## src/rtl/trig_align_pkg.sv

```systemverilog
package trig_align_pkg;
  typedef enum logic [1:0] {
    CH_IDLE = 2'd0,
    CH_WAIT = 2'd1,
    CH_FIRE = 2'd2
  } ch_state_e;

  localparam int unsigned REG_ENABLE = 0;
  localparam int unsigned REG_WIDTH  = 1;
  localparam int unsigned REG_STATUS = 2;
  localparam int unsigned OVR_BIT    = 8;
endpackage

```

## src/rtl/trig_align_edge.sv

```systemverilog
module trig_align_edge (
  input  logic clk,
  input  logic rst_n,
  input  logic async_in,
  output logic rise
);
  logic s1, s2, s3;

  always_ff @(posedge clk or negedge rst_n) begin
    if (!rst_n) begin
      s1 <= 1'b0;
      s2 <= 1'b0;
      s3 <= 1'b0;
    end else begin
      s1 <= async_in;
      s2 <= s1;
      s3 <= s2;
    end
  end

  assign rise = s2 & ~s3;
endmodule

```

## src/rtl/trig_align_chan.sv

```systemverilog
module trig_align_chan
  import trig_align_pkg::*;
#(
  parameter int CW = 16
) (
  input  logic          clk,
  input  logic          rst_n,
  input  logic          start,
  input  logic [CW-1:0] delay,
  input  logic [CW-1:0] width,
  output logic          fire,
  output logic          busy
);
  ch_state_e     state;
  logic [CW-1:0] cnt;
  logic [CW-1:0] w_last;

  assign w_last = (width == '0) ? '0 : width - 1'b1;

  always_ff @(posedge clk or negedge rst_n) begin
    if (!rst_n) begin
      state <= CH_IDLE;
      cnt   <= '0;
    end else begin
      unique case (state)
        CH_IDLE: if (start) begin
          if (delay == '0) begin
            state <= CH_FIRE;
            cnt   <= w_last;
          end else begin
            state <= CH_WAIT;
            cnt   <= delay - 1'b1;
          end
        end
        CH_WAIT: if (cnt == '0) begin
          state <= CH_FIRE;
          cnt   <= w_last;
        end else begin
          cnt <= cnt - 1'b1;
        end
        CH_FIRE: if (cnt == '0) begin
          state <= CH_IDLE;
        end else begin
          cnt <= cnt - 1'b1;
        end
        default: state <= CH_IDLE;
      endcase
    end
  end

  assign fire = (state == CH_FIRE);
  assign busy = (state != CH_IDLE);
endmodule

```

## src/rtl/trig_align_regs.sv

```systemverilog
module trig_align_regs
  import trig_align_pkg::*;
#(
  parameter int NCH = 4,
  parameter int CW  = 16,
  localparam int CIW = $clog2(NCH),
  localparam int AW  = CIW + 1
) (
  input  logic                    clk,
  input  logic                    rst_n,
  input  logic                    wr,
  input  logic [AW-1:0]           addr,
  input  logic [CW-1:0]           wdata,
  input  logic [NCH-1:0]          busy,
  input  logic                    ovr_set,
  output logic [NCH-1:0]          en,
  output logic [CW-1:0]           width,
  output logic [NCH-1:0][CW-1:0]  delay,
  output logic [CW-1:0]           rdata
);
  logic ovr_q;
  logic is_dly;

  assign is_dly = addr[AW-1];

  always_ff @(posedge clk or negedge rst_n) begin
    if (!rst_n) begin
      en    <= '0;
      width <= '0;
      ovr_q <= 1'b0;
    end else begin
      if (wr && !is_dly && addr[CIW-1:0] == CIW'(REG_ENABLE)) en <= wdata[NCH-1:0];
      if (wr && !is_dly && addr[CIW-1:0] == CIW'(REG_WIDTH))  width <= wdata;
      if (ovr_set) ovr_q <= 1'b1;
      else if (wr && !is_dly && addr[CIW-1:0] == CIW'(REG_STATUS) && wdata[OVR_BIT])
        ovr_q <= 1'b0;
    end
  end

  for (genvar i = 0; i < NCH; i++) begin : g_dly
    always_ff @(posedge clk or negedge rst_n) begin
      if (!rst_n) delay[i] <= '0;
      else if (wr && is_dly && addr[CIW-1:0] == CIW'(i)) delay[i] <= wdata;
    end
  end

  always_comb begin
    rdata = '0;
    if (is_dly) begin
      rdata = delay[addr[CIW-1:0]];
    end else begin
      if (addr[CIW-1:0] == CIW'(REG_ENABLE)) rdata[NCH-1:0] = en;
      if (addr[CIW-1:0] == CIW'(REG_WIDTH))  rdata = width;
      if (addr[CIW-1:0] == CIW'(REG_STATUS)) begin
        rdata[NCH-1:0] = busy;
        rdata[OVR_BIT] = ovr_q;
      end
    end
  end
endmodule

```

## src/rtl/trig_align.sv

```systemverilog
module trig_align #(
  parameter int NCH = 4,
  parameter int CW  = 16
) (
  input  logic                   clk,
  input  logic                   rst_n,
  input  logic                   trig_in,
  input  logic                   bus_wr,
  input  logic [$clog2(NCH):0]   bus_addr,
  input  logic [CW-1:0]          bus_wdata,
  output logic [CW-1:0]          bus_rdata,
  output logic [NCH-1:0]         pulse_out
);
  logic                   trig_edge;
  logic                   any_busy;
  logic                   go;
  logic [NCH-1:0]         ctl_en;
  logic [CW-1:0]          ctl_width;
  logic [NCH-1:0][CW-1:0] ctl_delay;
  logic [NCH-1:0]         ch_busy;
  logic [NCH-1:0]         ch_fire;

  trig_align_edge u_edge (
    .clk      (clk),
    .rst_n    (rst_n),
    .async_in (trig_in),
    .rise     (trig_edge)
  );

  assign any_busy = |ch_busy;
  assign go       = trig_edge & ~any_busy;

  trig_align_regs #(.NCH(NCH), .CW(CW)) u_regs (
    .clk     (clk),
    .rst_n   (rst_n),
    .wr      (bus_wr),
    .addr    (bus_addr),
    .wdata   (bus_wdata),
    .busy    (ch_busy),
    .ovr_set (trig_edge & any_busy),
    .en      (ctl_en),
    .width   (ctl_width),
    .delay   (ctl_delay),
    .rdata   (bus_rdata)
  );

  for (genvar i = 0; i < NCH; i++) begin : g_ch
    trig_align_chan #(.CW(CW)) u_ch (
      .clk   (clk),
      .rst_n (rst_n),
      .start (go & ctl_en[i]),
      .delay (ctl_delay[i]),
      .width (ctl_width),
      .fire  (ch_fire[i]),
      .busy  (ch_busy[i])
    );
    assign pulse_out[i] = ch_fire[i] & ctl_en[i];
  end
endmodule

```

## config.mk

```make
export PLATFORM = sky130hd
export DESIGN_NAME = trig_align
export DESIGN_NICKNAME = d
export VERILOG_FILES = /design/src/rtl/trig_align_pkg.sv /design/src/rtl/trig_align_edge.sv /design/src/rtl/trig_align_chan.sv /design/src/rtl/trig_align_regs.sv /design/src/rtl/trig_align.sv
export SDC_FILE = /design/constraint.sdc
export NUM_CORES = 1
export LEC_CHECK = 0
export ABC_AREA = 0
export CORE_ASPECT_RATIO = 0.5
export CORE_MARGIN = 4
export CORE_UTILIZATION = 53
export CTS_CLUSTER_DIAMETER = 80
export DETAILED_ROUTE_END_ITERATION = 6
export DONT_BUFFER_PORTS = 1
export PLACE_DENSITY = 0.68
export SLEW_MARGIN = 5
export SYNTH_ARGS = -nofsm -noshare
export SYNTH_HDL_FRONTEND = slang
export SYNTH_HIERARCHICAL = 1
export SYNTH_SLANG_ARGS = --single-unit
```

## constraint.sdc

```tcl
create_clock -name clk -period 5.41 [get_ports clk]
set_clock_uncertainty 0.05 [all_clocks]
set_input_delay 0.2705 -clock clk [delete_from_list [all_inputs] [get_ports clk]]
set_output_delay 0.2705 -clock clk [all_outputs]
set_load 0.02 [all_outputs]
```

; ---- Word-level counts from Yosys, hierarchy flattened
; Index checks and enable logic that the tools add are counted.
[classes]
addsub = 9
n_lt_le_gt_ge = 1
eq_ne = 27
n_mux = 50
bitwise = 13
reduce_logical = 43
[op_table]
columns = operator, count
row1 = 16-bit 2-to-1 mux, 20
row2 = 16-bit one-hot mux with 3 select lines, 4
row3 = 16-bit zero test, 9
row4 = "16-bit by 1-bit subtractor with 16-bit output, second input constant", 9
row5 = 16-bit binary-select mux with 2-bit select, 1
row6 = 2-bit 2-to-1 mux, 16
row7 = 2-bit one-hot mux with 3 select lines, 4
row8 = 3-bit AND reduction, 8
row9 = "2-bit by 1-bit != test with 1-bit output, second input constant", 8
row10 = "2-bit != test, second input constant", 8
row11 = "2-bit equality test, second input constant", 6
row12 = 3-bit nonzero test, 4
row13 = 1-bit AND, 11
row14 = "2-bit by 1-bit equality test with 1-bit output, second input constant", 5
row15 = 1-bit logical AND, 10
row16 = 2-bit zero test, 5
row17 = 2-bit nonzero test, 5
row18 = 4-bit 2-to-1 mux, 2
row19 = 4-bit OR reduction, 1
row20 = "2-bit by 3-bit less-than comparator with 1-bit output, second input constant", 1
row21 = 1-bit 2-to-1 mux, 3
row22 = 1-bit NOT, 2
row23 = 1-bit zero test, 1
[word_totals]
reg_bits = 160
in_bits = 23
out_inout_bits = 20
wordCells = 161

; ---- Logic depth before layout (Yosys ltp)
[logic_depth]
depth_word = 7
depth_mapped = 12

; ---- Modules after synthesis
; The synthesis kept the hierarchy.
[modules_own_cells]
columns = mod, instances, cells_per_inst, area_each_um2
row1 = trig_align_chan at g_ch[0].u_ch ..., 2, 298, 2457.4
row2 = trig_align_chan at g_ch[2].u_ch ..., 2, 314, 2447.3
row3 = trig_align_regs, 1, 298, 4065.1
row4 = trig_align_edge, 1, 4, 88.8
row5 = trig_align, 1, 10, 68.8

; ---- Worst setup path before layout
; No wires, ideal clock.
[synth_timing]
kind = reg-to-reg
startpoint = register u_regs.width[3]
endpoint = register g_ch[0].u_ch.cnt[7]
setup_ps = 122
t_arrival_ps = 2310
required_time_ps = 5238
setup_slack_ps = 2929
stages_incl_launch_ff = 7
path_buffers = 0
synth_period_minus_slack_ps = 2481
cell_sequence = dfrtp_1 -> or4_4 -> nor4_2 -> xor2_1 -> a221o_1 -> a31o_1 -> a32o_1
[synth_between]
elab_chain_len = 5
word_cells_on_any_way = 7
cone_classes = 1 x add/sub / 5 x mux / 1 x reduce/logical
[synth_lines]
columns = element, line_no
row1 = "start, declared", trig_align_regs.sv:17  ; output logic [CW-1:0] width,
row2 = "start signal, assigned", trig_align_regs.sv:33  ; if (wr && !is_dly && addr[CIW-1:0] == CIW'(REG_WIDTH)) width <= wdata;
row3 = 16-bit by 1-bit subtractor with 16-bit output / 16-bit zero test (equally long branches), trig_align_chan.sv:18  ; assign w_last = (width == '0) ? '0 : width - 1'b1;
row4 = 16-bit 2-to-1 mux *, trig_align_chan.sv:18
row5 = 16-bit 2-to-1 mux, trig_align_chan.sv:27  ; if (delay == '0) begin
row6 = 16-bit 2-to-1 mux, trig_align_chan.sv:26  ; CH_IDLE: if (start) begin
row7 = 16-bit one-hot mux with 3 select lines *, trig_align_chan.sv:25  ; unique case (state)
row8 = "end signal, assigned", trig_align_chan.sv:29  ; cnt <= w_last;
row9 = "end signal, assigned", trig_align_chan.sv:32  ; cnt <= delay - 1'b1;
row10 = "end signal, assigned", trig_align_chan.sv:37  ; cnt <= w_last;
row11 = "end, declared", trig_align_chan.sv:15  ; logic [CW-1:0] cnt;
; Mark *: on every way between the ends. The rest lies on a longest branch, timed or not. The select of a mux whose other input is x is not followed.
; A chain may end at the register's enable or synchronous reset.

; ---- Worst setup path in the final report
[layout_timing]
startpoint = register u_regs.width[5]
endpoint = register g_ch[3].u_ch.cnt[10]
[layout_between]
elab_chain_len = 5
word_cells_on_any_way = 7
cone_classes = 1 x add/sub / 5 x mux / 1 x reduce/logical
[layout_lines]
columns = element, line_no
row1 = 16-bit by 1-bit subtractor with 16-bit output / 16-bit zero test (equally long branches), trig_align_chan.sv:18
row2 = 16-bit 2-to-1 mux *, trig_align_chan.sv:18
row3 = 16-bit 2-to-1 mux, trig_align_chan.sv:27
row4 = 16-bit 2-to-1 mux, trig_align_chan.sv:26
row5 = 16-bit one-hot mux with 3 select lines *, trig_align_chan.sv:25
row6 = "end signal, assigned", trig_align_chan.sv:29
row7 = "end signal, assigned", trig_align_chan.sv:32
row8 = "end signal, assigned", trig_align_chan.sv:37
row9 = "end, declared", trig_align_chan.sv:15
; Marked as above.

==> flow_metrics.tcl <==
set metrics [dict create \
    drt_iter0_markers 1501 \
    worstSkewPairLatency_ps 450 \
    ys.warnings.count 6 \
    gp_congestion 0.945 \
    drive_gt1_share_pct 16.4 \
    switching_share_pct 48.8 \
    hold_path_class "in -> reg" \
    fp.dieH_um 123 \
    setup_violations 0 \
    die-area_um2 29300 \
    design.portCount 43 \
    clock-sinks 160 \
    grt_overflow_total 0 \
    cts_htree_levels 4 \
    clk_pin_slew_worst_paths_ps 70 \
    max_freq_mhz 290 \
    switching_power_w 0.00370 \
    worstPathBufferInverterCount 0 \
    filler_cell_count 2267 \
    grt_usage_pct 29.8 \
    cts_tree "done" \
    cts_buffers 17 \
    rows 41 \
    crit_chain "nor3_1, nand2_1, nor4_4, or3_1, o21ai_0, a221o_1" \
    slew_headroom_pct 28.6 \
    cap_violations 0 \
    post-dp-hpwl_um 31000 \
    nNetsFinal 1575 \
    cp.arrival_ps 3740 \
    die_x_um 238 \
    viasPerCell 6.69 \
    p_leak_nw 5.54 \
    synth_area_per_cell_um2 9.14 \
    peakVddDrop_v 0.000213 \
    io_buffer_count 0 \
    startpoint_type "flip-flop" \
    crit_slowest_cell "nor3_1" \
    worstPathMaxFanout 21 \
    syn_to_final_growth_pct 5.57 \
    fin_crit_sh_pct 63.8 \
    worstMarginPinSlew_ps 1060 \
    synth_flop_cell "dfrtp_1" \
    remaining_drc_errors 0 \
    routedWlPerCell_um 23.3 \
    antenna_found_initial 0 \
    finalHoldViolations 0 \
    cts-resized-gates 0 \
    seqCellArea_um2 4000 \
    required_ps 5700 \
    grt_pass1_vias 11900 \
    place_ws_ps 2080 \
    worst_slack_ps 1960 \
    ys_seq_area_share_pct 28.5 \
    grt_pass1_wl_um 69000 \
    intPower_w 0.00389 \
    synth_area_um2 14000 \
    clockPowerShare_pct 16.2 \
    wl_um 43500 \
    max_stage_delay_ps 920 \
    multi_input_area_um2 9210 \
    cts_buffer_depth 2 \
    crit_path_end_kind "flip-flop" \
    period_needed_ps 3450 \
    core_um2 25600 \
    dr.pass1.iters 7 \
    outcome "finished clean" \
    antenna_left 0 \
    synthDistinctLibCells 89 \
    critPathTopFamily "simple AND/OR/NAND/NOR gates" \
    critPathKind "reg -> reg" \
    diodes 0 \
    synthCells 1536 \
    pwr-share-comb_pct 52.6 \
    route.vias.total 12500 \
    drv_slew 0 \
    fin_hold_ws_ps 81.1 \
    yosys_register_bits 160 \
    power.density_nw_per_um2 512 \
    cts.root.buffer_cell "clkbuf_16" \
    post_cts_buffers 0 \
    grt_setup_unrepaired "false" \
    syn-num-nets 1599 \
    finalSetupTns_ps 0 \
    initial_core_util_pct 54.8 \
    synth_edf_count 0 \
    pwr-share-seq_pct 31.2 \
    grt_max_degree 161 \
    async_reset_ff_share_pct 100 \
    cts_hold_buf 21 \
]
[cells by family after synthesis]
group / synth area share (%)
and+or+nand+nor: 26.3
AOI/OAI and AO/OA: 18.3
DFF: 28.5
buffers and inverters: 5.87
xor gates and xnor gates: 8.24
muxes: 9.21
adders and majority gates: 3.57
[metrics by stage]
step / utilization (%) / instance area (µm²) / power, W / cells
2_1_floorplan: - / 14000 / 0.00527 / 1536
3_3_place_gp: 54.7 / 14000 / 0.00608 / 1816
3_5_place_dp: 54.7 / 14000 / 0.00619 / 1816
4_1_cts: 57.9 / 14800 / 0.00749 / 1868
5_1_grt: 57.9 / 14800 / 0.00809 / 1868
6_report: 57.9 / 14800 / 0.00759 / 1868
[cells in the mapped netlist (9+ instances only)]
cell / count / area [µm²]
a211oi_1: 20 / 150
a21oi_1: 62 / 310
a221oi_1: 12 / 105
a22oi_1: 11 / 82.6
a31oi_1: 16 / 100
and2_1: 9 / 56.3
buf_2: 29 / 145
buf_4: 17 / 128
buf_6: 14 / 158
clkbuf_1: 14 / 52.6
dfrtp_1: 160 / 4000
ha_1: 40 / 500
inv_1: 58 / 218
mux2_2: 89 / 1000
mux2_4: 10 / 150
mux2i_1: 14 / 140
nand2_1: 116 / 435
nand2b_1: 9 / 56.3
nand3_1: 46 / 230
nand4_1: 44 / 275
nand4b_1: 13 / 114
nor2_1: 109 / 409
nor2b_1: 19 / 119
nor3_1: 44 / 220
nor3_2: 10 / 100
nor3b_1: 22 / 165
nor4_1: 16 / 100
nor4_2: 11 / 138
nor4_4: 16 / 340
o211ai_1: 14 / 105
o21ai_0: 83 / 415
o221ai_1: 10 / 87.6
o22ai_1: 32 / 200
o31ai_1: 22 / 165
or3_1: 14 / 87.6
or4_1: 10 / 75.1
xnor2_1: 50 / 438
xor2_1: 82 / 718
[flip-flops by register name, summed over array words and instances (netlist names)]
signal	flops
g_ch.u_ch/cnt	64
g_ch.u_ch/state	8
u_edge/s1	1
u_edge/s2	1
u_edge/s3	1
u_regs/delay	64
u_regs/en	4
u_regs/ovr_q	1
u_regs/width	16
[final timing paths]
path / start / to / slack [ps] / depth (start not counted)
max: u_regs/width[5] / g_ch[3].u_ch/cnt[10] / 1960 / 6
min: bus_addr[0] / u_regs/en[1] / 80 / 2
max reg2reg: u_regs/width[5] / g_ch[3].u_ch/cnt[10] / 1960 / 6
min reg2reg: u_edge/s1 / u_edge/s2 / 300 / 0
max in group asynchronous: rst_n / u_regs/delay[61] / 4240 / 2
min in group asynchronous: rst_n / g_ch[2].u_ch/cnt[8] / 420 / 2
[area by class of cell]
cell class / count / area share [%]
clock buffers: 19 / 2.99
well taps: 344 / 2.91
multi-input cells: 1234 / 62.1
clock inverters: 12 / 0.921
inverters: 58 / 1.47
flip-flops and latches: 160 / 27.0
repair buffers: 41 / 2.55
[placed cells by master (no fill, tap or decap), types with 40 or more instances in the layout]
master   Yosys  layout
a21oi_1     62      62
dfrtp_1    160     160
ha_1        40      40
inv_1       58      58
mux2_2      89      89
nand2_1    116     116
nand3_1     46      46
nand4_1     44      44
nor2_1     109     109
nor3_1      44      44
o21ai_0     83      83
xnor2_1     50      50
xor2_1      82      82
[per-layer routing]
layer  global-route usage (%)  wire length (µm)
met1                     42.9             19900
met4                     7.86               860
met2                     46.5             19500
met3                     5.53              3240
met5                        0                 0
[power by group through the flow]
stage,clock network (W),registers [W],logic [W]
4_1_cts,0.00124,0.00235,0.00390
3_5_place_dp,0,0.00236,0.00382
6_report,0.00123,0.00237,0.00399
2_1_floorplan,0,0.00219,0.00309
5_1_grt,0.00130,0.00242,0.00437
3_3_place_gp,0,0.00233,0.00374
(Power assumes the default switching activity.)
